<file path="config.mk">
export PLATFORM = sky130hd
export DESIGN_NAME = evt_irq_top
export DESIGN_NICKNAME = d
export VERILOG_FILES = /design/src/rtl/evt_irq_pkg.sv /design/src/rtl/evt_irq_sync.sv /design/src/rtl/evt_irq_status.sv /design/src/rtl/evt_irq_regs.sv /design/src/rtl/evt_irq_top.sv
export SDC_FILE = /design/constraint.sdc
export NUM_CORES = 1
export LEC_CHECK = 0
export ABC_AREA = 1
export BUFFER_PORTS_ARGS = -buffer_cell sky130_fd_sc_hd__buf_2
export CAP_MARGIN = 20
export CORE_UTILIZATION = 45
export CTS_CLUSTER_SIZE = 14
export DETAILED_ROUTE_END_ITERATION = 12
export GPL_TIMING_DRIVEN = 0
export PLACE_DENSITY = 0.69
export SLEW_MARGIN = 20
export SYNTH_ARGS = -nofsm -noshare
export SYNTH_HDL_FRONTEND = slang
export SYNTH_HIERARCHICAL = 1
export SYNTH_SLANG_ARGS = --single-unit
</file>
<file path="constraint.sdc">
create_clock -name clk -period 3.7 [get_ports clk]
set_input_delay 0.74 -clock clk [delete_from_list [all_inputs] [get_ports clk]]
set_output_delay 0.74 -clock clk [all_outputs]
set_load 0.01 [all_outputs]
</file>
<file path="src/rtl/evt_irq_pkg.sv">
package evt_irq_pkg;

    localparam int DW    = 32;
    localparam int AW    = 8;
    localparam int NSRC  = 8;
    localparam int NLIVE = 4;

    localparam logic [AW-1:0] OFF_STATUS    = 8'h04;
    localparam logic [AW-1:0] OFF_LATCH_EN  = 8'h08;
    localparam logic [AW-1:0] OFF_SIGNAL_EN = 8'h0C;

    localparam int BIT_RDY_PIN = 26;

    typedef enum logic [1:0] {
        SEL_NONE,
        SEL_STATUS,
        SEL_LATCH,
        SEL_SIGNAL
    } reg_sel_e;

    typedef struct packed {
        logic            wen;
        reg_sel_e        sel;
        logic [DW-1:0]   data;
    } bus_op_t;

    // Status bit position of each event source input.
    function automatic int src_bit(input int k);
        case (k)
            0:       return 9;
            1:       return 10;
            2:       return 11;
            3:       return 12;
            4:       return 16;
            5:       return 17;
            6:       return 24;
            default: return 25;
        endcase
    endfunction

    function automatic logic [DW-1:0] spread_src(input logic [NSRC-1:0] s);
        logic [DW-1:0] r;
        r = '0;
        for (int k = 0; k < NSRC; k++) begin
            r[src_bit(k)] = s[k];
        end
        return r;
    endfunction

    localparam logic [DW-1:0] STICKY_MASK =
        spread_src({NSRC{1'b1}}) | (DW'(1) << BIT_RDY_PIN);
    localparam logic [DW-1:0] LIVE_MASK = DW'((1 << NLIVE) - 1);

endpackage

</file>
<file path="src/rtl/evt_irq_sync.sv">
module evt_irq_sync #(
    parameter int STAGES = 2
) (
    input  logic clk,
    input  logic rst,
    input  logic pin_async,
    output logic pin_rise
);
    logic [STAGES-1:0] chain_q;
    logic              last_q;

    generate
        for (genvar i = 0; i < STAGES; i++) begin : g_stage
            if (i == 0) begin : g_first
                always_ff @(posedge clk) begin
                    if (rst) chain_q[i] <= 1'b0;
                    else     chain_q[i] <= pin_async;
                end
            end else begin : g_next
                always_ff @(posedge clk) begin
                    if (rst) chain_q[i] <= 1'b0;
                    else     chain_q[i] <= chain_q[i-1];
                end
            end
        end
    endgenerate

    always_ff @(posedge clk) begin
        if (rst) last_q <= 1'b0;
        else     last_q <= chain_q[STAGES-1];
    end

    assign pin_rise = chain_q[STAGES-1] & ~last_q;

endmodule

</file>
<file path="src/rtl/evt_irq_status.sv">
module evt_irq_status
    import evt_irq_pkg::*;
(
    input  logic             clk,
    input  logic             rst,
    input  logic [NSRC-1:0]  src_evt,
    input  logic             rdy_rise,
    input  logic [NLIVE-1:0] fifo_lvl,
    input  logic [DW-1:0]    latch_en,
    input  logic [DW-1:0]    clr_vec,
    output logic [DW-1:0]    sts_view
);
    logic [DW-1:0] raw_evt;
    logic [DW-1:0] set_vec;
    logic [DW-1:0] sticky_q;
    logic [DW-1:0] live_vec;

    always_comb begin
        raw_evt              = spread_src(src_evt);
        raw_evt[BIT_RDY_PIN] = rdy_rise;
        set_vec              = raw_evt & latch_en & STICKY_MASK;
    end

    // One flop per bit; a new event outranks a same-edge clear.
    generate
        for (genvar i = 0; i < DW; i++) begin : g_bit
            always_ff @(posedge clk) begin
                if (rst)             sticky_q[i] <= 1'b0;
                else if (set_vec[i]) sticky_q[i] <= 1'b1;
                else if (clr_vec[i]) sticky_q[i] <= 1'b0;
            end
        end
    endgenerate

    always_comb begin
        live_vec = '0;
        live_vec[NLIVE-1:0] = fifo_lvl & latch_en[NLIVE-1:0];
    end

    assign sts_view = (sticky_q & STICKY_MASK) | live_vec;

endmodule

</file>
<file path="src/rtl/evt_irq_regs.sv">
module evt_irq_regs
    import evt_irq_pkg::*;
#(
    parameter int ADDR_W = AW
) (
    input  logic              clk,
    input  logic              rst,
    input  logic              bus_wen,
    input  logic [ADDR_W-1:0] bus_addr,
    input  logic [DW-1:0]     bus_wdata,
    input  logic [DW-1:0]     sts_view,
    output logic [DW-1:0]     latch_en,
    output logic [DW-1:0]     signal_en,
    output logic [DW-1:0]     clr_vec,
    output logic [DW-1:0]     bus_rdata
);
    reg_sel_e sel;
    bus_op_t  op;

    always_comb begin
        if (bus_addr == ADDR_W'(OFF_STATUS))         sel = SEL_STATUS;
        else if (bus_addr == ADDR_W'(OFF_LATCH_EN))  sel = SEL_LATCH;
        else if (bus_addr == ADDR_W'(OFF_SIGNAL_EN)) sel = SEL_SIGNAL;
        else                                         sel = SEL_NONE;
        op.wen  = bus_wen;
        op.sel  = sel;
        op.data = bus_wdata;
    end

    always_ff @(posedge clk) begin
        if (rst) begin
            latch_en  <= '0;
            signal_en <= '0;
        end else if (op.wen) begin
            if (op.sel == SEL_LATCH)  latch_en  <= op.data;
            if (op.sel == SEL_SIGNAL) signal_en <= op.data;
        end
    end

    assign clr_vec = (op.wen && op.sel == SEL_STATUS) ? (op.data & STICKY_MASK) : '0;

    always_comb begin
        unique case (op.sel)
            SEL_STATUS: bus_rdata = sts_view;
            SEL_LATCH:  bus_rdata = latch_en;
            SEL_SIGNAL: bus_rdata = signal_en;
            default:    bus_rdata = '0;
        endcase
    end

endmodule

</file>
<file path="src/rtl/evt_irq_top.sv">
module evt_irq_top
    import evt_irq_pkg::*;
#(
    parameter int ADDR_W      = AW,
    parameter int SYNC_STAGES = 2
) (
    input  logic              clk,
    input  logic              rst,
    input  logic              bus_wen,
    input  logic [ADDR_W-1:0] bus_addr,
    input  logic [DW-1:0]     bus_wdata,
    output logic [DW-1:0]     bus_rdata,
    input  logic [NSRC-1:0]   src_evt,
    input  logic [NLIVE-1:0]  fifo_lvl,
    input  logic              rdy_pin,
    output logic              irq
);
    logic          rdy_rise;
    logic [DW-1:0] sts_view;
    logic [DW-1:0] latch_en;
    logic [DW-1:0] signal_en;
    logic [DW-1:0] clr_vec;

    evt_irq_sync #(.STAGES(SYNC_STAGES)) u_sync (
        .clk       (clk),
        .rst       (rst),
        .pin_async (rdy_pin),
        .pin_rise  (rdy_rise)
    );

    evt_irq_status u_status (
        .clk      (clk),
        .rst      (rst),
        .src_evt  (src_evt),
        .rdy_rise (rdy_rise),
        .fifo_lvl (fifo_lvl),
        .latch_en (latch_en),
        .clr_vec  (clr_vec),
        .sts_view (sts_view)
    );

    evt_irq_regs #(.ADDR_W(ADDR_W)) u_regs (
        .clk       (clk),
        .rst       (rst),
        .bus_wen   (bus_wen),
        .bus_addr  (bus_addr),
        .bus_wdata (bus_wdata),
        .sts_view  (sts_view),
        .latch_en  (latch_en),
        .signal_en (signal_en),
        .clr_vec   (clr_vec),
        .bus_rdata (bus_rdata)
    );

    assign irq = |(sts_view & signal_en);

endmodule

</file>
; ---- Yosys cells after proc, flatten, opt, wreduce, memory -nomap -nowiden
; Index checks and enable logic that the tools add are counted.
[op_classes]
eq_ne = 6
mux = 23
bitwise_logic = 6
n_reduce_logical = 13
[op_table]
columns = op, count
row1 = $pmux 32 s3, 1
row2 = $and 32x32->32, 1
row3 = $reduce_or 32->1, 1
row4 = $and 27x27->27, 1
row5 = $mux 27, 1
row6 = $or 27x4->27, 1
row7 = $mux 1, 18
row8 = $reduce_bool 2->1, 9
row9 = $eq 8x4->1 const B, 2
row10 = $eq 8x3->1 const B, 1
row11 = $mux 2, 3
row12 = $and 4x4->4, 1
row13 = $eq 2x2->1 const B, 2
row14 = $reduce_and 2->1, 2
row15 = $eq 2x1->1 const B, 1
row16 = $and 1x1->1, 1
row17 = $logic_and 1x1->1, 1
row18 = $not 1->1, 1
[totals]
reg_bits = 76
in_bits = 56
wordCells = 62

; ---- Logic depth before layout (Yosys ltp)
; Gate-level depths: netlist of the first run.
[logic_depth]
word_depth = 9
mapped_depth = 8
ltp_nobuf = 8

; ---- By module
; Netlist of the first run, hierarchy kept.
[by_module_without_submodules]
columns = module, n_inst, cells_per_inst, area_each_um2
row1 = evt_irq_regs, 1, 576, 3619.7
row2 = evt_irq_status, 1, 74, 548.0
row3 = evt_irq_top, 1, 63, 236.5
row4 = evt_irq_sync, 1, 10, 86.3

; ---- Worst setup path after synthesis of the first run
; OpenSTA, ideal clock, no wires.
[synth_path]
path_type = input port to output port
startpoint = in bus_addr[5]
endpoint = out bus_rdata[0]
t_arrival_ps = 1579
t_required_ps = 2960
slack_ps = 1381
stages = 7
n_path_buf = 2
path_cell_list = nor2_1 nand2_2 nor2_4 buf_4 buf_4 nand2_1 nand3_1
[synth_via]
elab_chain_cells = 6
elab_cells_between_ends = 10
[synth_rtl]
columns = element, line
row1 = "start, declared", evt_irq_top.sv:10  ; input logic [ADDR_W-1:0] bus_addr,
row2 = $eq 8x4->1, evt_irq_regs.sv:23  ; else if (bus_addr == ADDR_W'(OFF_SIGNAL_EN)) sel = SEL_SIGNAL;
row3 = $mux 2, evt_irq_regs.sv:23
row4 = $mux 2, evt_irq_regs.sv:22  ; else if (bus_addr == ADDR_W'(OFF_LATCH_EN)) sel = SEL_LATCH;
row5 = $mux 2 *, evt_irq_regs.sv:21  ; if (bus_addr == ADDR_W'(OFF_STATUS)) sel = SEL_STATUS;
row6 = $eq 2x2->1 / $eq 2x1->1 (equally long branches), evt_irq_regs.sv:43  ; unique case (op.sel)
row7 = $pmux 32 s3 *, evt_irq_regs.sv:43
row8 = "end, declared", evt_irq_top.sv:12  ; output logic [DW-1:0] bus_rdata,
; Every way passes the cells marked *; elsewhere a longest branch is shown, timed or not.

; ---- Final worst setup path of the first run
[layout_path]
startpoint = in bus_addr[7]
endpoint = out bus_rdata[26]
; Same word-level chain as after synthesis.

==> results.md, run 1 <==
Cells and area:
- The count of non-filler cells in the finished layout is 949.
- The fraction of final layout cells with drive strength greater than 1 is slightly above 20%.
- The final antenna diode count is 0.
- The layout overhead on the synthesized area is 20.9%.
- At the end of the flow the core is filled with cells to 56.2%.
- The final non-filler cell area is 5210 um^2.
- In the final design database the tool counted 871 nets.

Global route:
- The total overflow left after global routing is 0.
- Entering global routing, the biggest net connects 13 pins.
- The first global-routing pass estimated ~22000 um of wire.
- The via count of the first global-routing pass is 4437.
- The initial antenna violation count came to 0.
- In the global route stage, overall resource usage came out at 28.8%.

STA:
- The share of the cycle needed by the critical path after routing is 77.9%.
- Static timing analysis puts the maximum clock frequency at 347 MHz.
- The number of endpoints failing setup at the final stage is 0.
- The final count of pins violating max slew was 0.
- At the pin with the least slew margin, the transition time is approximately 0.67 ns.
- The worst hold-check slack is slightly above 0.4 ns.
- The final hold violation count was 0.
- For the final routed database, the setup TNS stands at 0 ns.
- The shortest period the worst path allows is 2.88 ns.
- The post-route worst setup slack is 0.819 ns.
- The relative slew slack is 55.1%.
- Setup repair after global routing left no endpoint under its margin.
- Across the routed clock network, the largest skew measured is ~0.0085 ns.

Routing:
- Once detail routing completed, the nets flagged for antenna violations numbered 0.
- Dividing the detail-routed via count by the number of cells gives 5.10.
- The total length of routed met2 wires is 6500 um.
- The wire length per cell is 14.8 um.
- The overall via count from detail_route is 4842.
- The length of routed wiring on met1 is 6020 um.
- The detailed router used layers up to and including met4.
- The final layout contains routed wiring with a total length of 14000 um.
- In the routed design, unresolved DRC markers number 0.
- The length of the first detailed-routing pass in iterations is 7.
- For this block, the initial DRC count from the detailed router was 355.
- The met3 wirelength from detailed routing is 1280 um.

Floorplanning:
- In this run the vertical extent of the chip is 99.9 um.
- Once the floorplan was initialized, standard cells occupied 46.5% of the core.
- The x dimension of the die is 99.9 um.
- After floorplanning, the core was divided into 35 placement rows.
- The floorplan die area is ~10000 um^2.
- The number of top-level design ports is 89.
- In this run the standard cell core region covers 9280 um^2.

Worst setup path:
- The kind of cell adding the most delay to the critical path is buffers and inverters.
- The number of buffers and inverters on the critical path is 4.
- The longest individual stage delay on the worst path is around 0.54 ns.
- The reg-to-reg critical path startpoint is u_sync/chain_q[1].
- The required time at the worst-slack endpoint is between 2 and 3 ns.
- On the critical path, the stage with the largest delay is an instance of sky130_fd_sc_hd__clkbuf_1.
- In this run the critical register-to-register path is captured at u_status/sticky_q[26].
- The endpoint class of the critical path is an output pin.
- In this run the register-to-register setup slack is 2.94 ns.
- The worst reg2reg path depth is 4.
- Data on the critical path arrives at its endpoint at 2.14 ns.
- The setup path with the least slack is of type input pin to output pin.
- Traced cell by cell, the critical path runs through buf_2, nor2_1, nand2_2, clkinv_1, clkbuf_1, nand3_1, nand3_1, buf_2.
- The maximum fanout along the worst path is 10.
- STA classifies the critical path startpoint as an input pin.

Outcome:
- The flow ran to the end, and the final reports show no timing, DRC or antenna violations.

CTS:
- Counting the buffers created by CTS gives 9.
- After clock tree synthesis, the setup repair step added 0 buffers.
- For this design, the CTS-stage hold fixing added 0 buffers.
- Counting along the longest clock path gives a buffer depth of 2.
- Clock tree synthesis selected as its root buffer the cell sky130_fd_sc_hd__clkbuf_8.
- The later pin in the worst-skew pair is clocked with a latency of roughly 0.35 ns.
- The number of gates resized after CTS was 0.
- For this design, the sink count on the clock tree is 76.
- The H-tree level count is 3.
- The clock tree from TritonCTS is built.
- The clock slew at the register clock pins of the worst setup and hold paths is 0.08 ns.

Pwr:
- The total power divided by cell area is about 330 nW/um^2.
- The worst ir drop on vdd is 175 uV.
- The total power draw is 1.72 mW.
- In this run the static leakage power is ~2.6 nW.

Min path:
- The type of the most critical hold path is flip-flop to flip-flop.
- The path with the worst hold slack has its endpoint at u_sync/chain_q[1].
- Along the worst hold path, the cell count comes to 2.
- The startpoint of the lowest-slack hold path is u_sync/chain_q[0].

Synthesis:
- The number of synthesis warnings is 6.
- The synthesized area per cell is 6.17 um^2.
- The total standard cell area after synthesis is 4310 um^2.
- After technology mapping, the gate count stands at 699.

Place:
- Once detailed placement completed, the half-perimeter wirelength came to 10100 um.
- The number of buffers added on ports is a little under 90.
- At the end of routability-driven placement, the weighted congestion stood at 0.871.
- Once placement completed, the tool counted placed cells totaling 933.
- The placed instances occupy a cell area of 4980 um^2.
- At the placement stage, the worst setup path has a slack of 0.878 ns.

Job:
- Max-cap violations in this run came to 0.
metal layers:
metal	vias to the layer above	track usage, %
met2	229	48.6
met1	2183	37.2
li1	2410	-
met3	20	4.46
met5	-	0
met4	0	10.2
tightest hold or removal path, delay by kind of cell (launching register included):
kind                   cells  cell delay (ns)
flip-flops                 1             0.30
buffers and inverters      1             0.04
AND/OR/NAND/NOR            1             0.03
worst max path at each step:
stage	start	end	depth (start not counted)
2_1_floorplan	bus_addr[5]	bus_rdata[0]	7
3_3_place_gp	bus_addr[5]	bus_rdata[26]	8
3_5_place_dp	bus_addr[7]	bus_rdata[26]	8
4_1_cts	bus_addr[7]	bus_rdata[26]	8
5_1_grt	bus_addr[7]	bus_rdata[17]	8
6_report	bus_addr[7]	bus_rdata[26]	8
state kept, by name (all words and copies together) (netlist names):
| register | cells |
|---|---|
| u_sync/chain_q | 2 |
| u_sync/last_q | 1 |
| u_regs/latch_en | 32 |
| u_status/sticky_q | 9 |
| u_regs/signal_en | 32 |
report_power, final:
part           total [mW]  leakage (nW)  internal [mW]  switching, mW
Sequential          0.821         0.612          0.820        0.00146
Combinational       0.155          1.86         0.0562         0.0989
Clock               0.746         0.122          0.433          0.313
Total                1.72          2.60           1.31          0.413
cell type report:
| type | instances | area, um^2 |
|---|---|---|
| Fill cell | 990 | 4070 |
| Buffer | 67 | 399 |
| Sequential cell | 76 | 1520 |
| Tap cell | 129 | 161 |
| Inverter | 52 | 195 |
| Timing Repair Buffer | 87 | 435 |
| Clock buffer | 12 | 165 |
| Multi-Input combinational cell | 522 | 2270 |
| Clock inverter | 4 | 70.1 |
placed cells by master, fill, tap and decap left out:
| cell type | n |
|---|---|
| sky130_fd_sc_hd__nor2_1 | 91 |
| sky130_fd_sc_hd__conb_1 | 19 |
| sky130_fd_sc_hd__nand2_2 | 1 |
| sky130_fd_sc_hd__nand2_1 | 206 |
| sky130_fd_sc_hd__clkbuf_8 | 12 |
| sky130_fd_sc_hd__a21oi_2 | 9 |
| sky130_fd_sc_hd__a21oi_1 | 64 |
| sky130_fd_sc_hd__and3_1 | 1 |
| sky130_fd_sc_hd__bufinv_16 | 2 |
| sky130_fd_sc_hd__buf_4 | 27 |
| sky130_fd_sc_hd__buf_2 | 106 |
| sky130_fd_sc_hd__inv_1 | 50 |
| sky130_fd_sc_hd__buf_1 | 6 |
| sky130_fd_sc_hd__nor2_4 | 2 |
| sky130_fd_sc_hd__dfxtp_1 | 76 |
| sky130_fd_sc_hd__clkinv_1 | 1 |
| sky130_fd_sc_hd__clkbuf_1 | 12 |
| sky130_fd_sc_hd__inv_2 | 1 |
| sky130_fd_sc_hd__clkinv_2 | 2 |
| sky130_fd_sc_hd__nand3_1 | 129 |
| sky130_fd_sc_hd__buf_6 | 3 |
Power figures use the tool's default switching activity.
==> inputs of run 2 (changes only) <==
--- a/config.mk
+++ b/config.mk
@@ -5,14 +5,14 @@
 export SDC_FILE = /design/constraint.sdc
 export NUM_CORES = 1
 export LEC_CHECK = 0
-export ABC_AREA = 1
+export ABC_AREA = 0
 export BUFFER_PORTS_ARGS = -buffer_cell sky130_fd_sc_hd__buf_2
 export CAP_MARGIN = 20
 export CORE_UTILIZATION = 45
 export CTS_CLUSTER_SIZE = 14
 export DETAILED_ROUTE_END_ITERATION = 12
 export GPL_TIMING_DRIVEN = 0
-export PLACE_DENSITY = 0.69
+export PLACE_DENSITY = 0.72
 export SLEW_MARGIN = 20
 export SYNTH_ARGS = -nofsm -noshare
 export SYNTH_HDL_FRONTEND = slang
==> constraint.sdc (replaced) <==
create_clock -name clk -period 2.6 [get_ports clk]
set_input_delay 0.52 -clock clk [delete_from_list [all_inputs] [get_ports clk]]
set_output_delay 0.52 -clock clk [all_outputs]
set_load 0.01 [all_outputs]
==> results.md, run 2 <==
STA:
- The slew of the pin with the lowest slew margin was 0.681 ns (+0.00769 ns).
- The final hold violation count was 0 (unchanged).
- The number of endpoints failing setup at the final stage is 0 (unchanged).
- The achievable clock frequency is 403 MHz.
- The relative slew slack was 54.6% (-0.51 points).
- The worst clock skew is 0.00872 ns (+0.000243 ns).
- The share of the cycle needed by the critical path after routing is between 90% and 100%.
- The final count of pins violating max slew is 0 (unchanged).
- Setup repair after global routing left no endpoint under its margin.
- The setup total negative slack is 0 ns (unchanged).
- The shortest period the worst path allows is 2.48 ns.

Routing:
- The overall via count from detail_route is 4787 (-1.1%).
- The number of design rule violations left after detail routing is 0 (unchanged).
- The wire length per cell is 19.9 um (+35%).
- The total routed wirelength was 15500 um (+11%).
- The first-iteration detailed-routing DRC count is 517 (+46%).
- The number of nets with antenna violations after detailed routing is 0 (unchanged).
- The detailed-route vias per instance is 6.15 (+20%).
- The length of the first detailed-routing pass in iterations came to 6 (-1).

CTS:
- The largest buffer count on any clock path is 2 (unchanged).
- The H-tree level count is 3 (unchanged).
- The clock tree from TritonCTS is built.
- The clock slew at the register clock pins of the worst setup and hold paths was 0.08 ns (about the same).
- The number of hold buffers added after cts came to 0 (unchanged).
- The root buffer cell chosen for the clock tree is sky130_fd_sc_hd__clkbuf_8.
- The CTS sink count is 76 (unchanged).
- The CTS buffer count is 9 (unchanged).
- The clock latency on the worst-skew pair is 0.35 ns (about the same).
- The total setup buffers inserted after CTS is 0 (unchanged).

Worst setup path:
- The endpoint of the lowest-slack register-to-register path is u_regs/signal_en[30].
- The required time at the worst-slack endpoint is 2.08 ns (-0.88 ns).
- In this design, the critical path's most frequently occurring cell is sky130_fd_sc_hd__buf_2.
- The worst setup path is of the input pin to output pin kind.
- The worst reg2reg path depth is 2 (-2).
- The reg2reg setup slack is 1.84 ns (-1.10 ns).
- The longest individual stage delay on the worst path was 0.40 ns (-0.14 ns).
- The kind of start point of the critical path is an input pin.
- The endpoint class of the critical path is an output pin.
- The slowest stage of the critical path belongs to the cell sky130_fd_sc_hd__nor4_2.
- Walking the worst path, the cells encountered are buf_2, nor4_2, nand2_1, clkbuf_1, nor2_1, buf_2.
- The maximum fanout along the worst path is 10 (unchanged).
- The startpoint identified for the worst register-to-register timing path is u_regs/signal_en[30].
- The data arrival time of the worst path is 1.96 ns (-0.18 ns).

Cells and area:
- The largest registers in the layout are u_regs/latch_en x32, u_regs/signal_en x32, u_status/sticky_q x9.
- The fraction of final layout cells with drive strength greater than 1 is 30.8% (+11 points).
- The most common cell after layout, fill and taps aside is sky130_fd_sc_hd__buf_2.
- The count of non-filler cells in the finished layout is 779 (-18%).
- The layout overhead on the synthesized area is 19.8%.
- The final antenna diode count is 0 (unchanged).
- The final net count is 697 (-20%).
- The final non-filler cell area is 5380 um^2 (+3.2%).
- The core occupancy in the finished layout is 55.3% (-0.86 points).
- In the layout the commonest cells are sky130_fd_sc_hd__buf_2 (100), sky130_fd_sc_hd__dfxtp_1 (76), sky130_fd_sc_hd__nand4_1 (68).

Min path:
- The startpoint of the lowest-slack hold path is rdy_pin.
- The worst hold path belongs to the class input pin to flip-flop.
- The hold path endpoint is u_sync/chain_q[0].
- The worst hold path cell count is 2 (unchanged).

Outcome:
- The run finished with clean final reports.

Place:
- The cell area reported after detailed placement is 5160 um^2 (+3.6%).
- The half-perimeter wire length of the detailed placement result is 11200 um (+11%).
- The final estimated routing congestion in global placement is 0.959 (+10%).
- The number of buffers added on ports came to 86 (-1.1%).
- The number of placed instances with taps included is 763 (-18%).

Synthesis:
- The gate count of the mapped netlist is 526 (-25%).
- The synthesized area per cell was 8.54 um^2 (+38%).
- The number of synthesis warnings is 6 (unchanged).
- The total standard cell area after synthesis was 4490 um^2 (+4.1%).

Pwr:
- The leakage power was 1.94 nW (-26%).
- The worst ir drop on vdd is 312 uV (+78%).
- The total power draw is 2.45 mW (+42%).
- The total power divided by cell area is 455 nW/um^2 (+38%).

Floorplanning:
- The placement row count is 36 (+2.9%).
- The number of top-level design ports came to 89 (unchanged).
- The placeable core region was 9730 um^2 (+4.8%).
- The x dimension of the die is 102 um (+2.0%).
- The floorplan die area is 10400 um^2 (+4.0%).
- The die span in y is 102 um (+2.0%).
- The initial core utilization is 46.2% (-0.30 points).

Global route:
- The global-route wire length before repair is 23700 um (+7.6%).
- The residual overflow from global routing is 0 (unchanged).
- The largest net degree at the start of global routing is 13 (unchanged).
- The initial antenna violation count is 0 (unchanged).
- The combined global-route utilization of all metal layers is 30.5% (+1.7 points).
- The via count of the first global-routing pass came to 4409 (-0.63%).

Job:
- The max capacitance violation total came to 0 (unchanged).
-- run 2: cell count changes in the layout (fill, tap and decap cells not counted), sizes merged, moves of 13 or more --
cell    delta
clkbuf    +28
inv       -51
and2      +13
a22oi     +48
mux2      +32
nand2    -197
nand3    -128
o31ai     +64
nor2      -60
nand4     +68
-- run 2: through the flow --
step / setup slack [ns] / hold WS, ns
global route: 0.0169 / 0.397
CTS: 0.0174 / 0.369
floorplan: 0.524 / 0.414
global placement: -0.0471 / 0.421
finish: 0.117 / 0.378
detailed placement: -0.0380 / 0.444
-- run 2: worst max path at each step --
stage,slack [ns],end,startpoint
6_report,0.12,bus_rdata[31],bus_addr[1]
2_1_floorplan,0.52,bus_rdata[0],bus_addr[2]
4_1_cts,0.02,bus_rdata[31],bus_addr[1]
3_5_place_dp,-0.04,bus_rdata[25],bus_addr[2]
5_1_grt,0.02,bus_rdata[8],bus_addr[1]
3_3_place_gp,-0.05,bus_rdata[25],bus_addr[2]
-- run 2: layout make-up --
cell class	count	area [um^2]
fill	935	4350
multi-input combinational	383	2580
sequential	76	1520
buffer	85	472
timing repair buffer	86	430
tap	133	166
clock buffer	12	135
clock inverter	4	73.8
-- run 2: worst max-delay path, delay by kind of cell --
| family | cells | cell delay [ns] |
|---|---|---|
| buf+inv | 3 | 0.59 |
| simple gates | 3 | 0.85 |
-- run 2: metal layers --
metal | routed length (um) | GRT usage, %
met1 | 6360 | 40.3
met2 | 7000 | 48.0
met3 | 1670 | 6.02
met4 | 514 | 14.2
met5 | 0 | 0
-- run 2: repair_timing --
item / 4_1_cts / 5_1_grt
pin swaps: 0 / 0
resized for setup: 2 / 4
setup endpoints to repair: 7 / 31
-- run 2: where the power goes --
group	switching (mW)	internal, mW
logic	0.197	0.0936
registers	0.00167	1.17
clock network	0.445	0.543
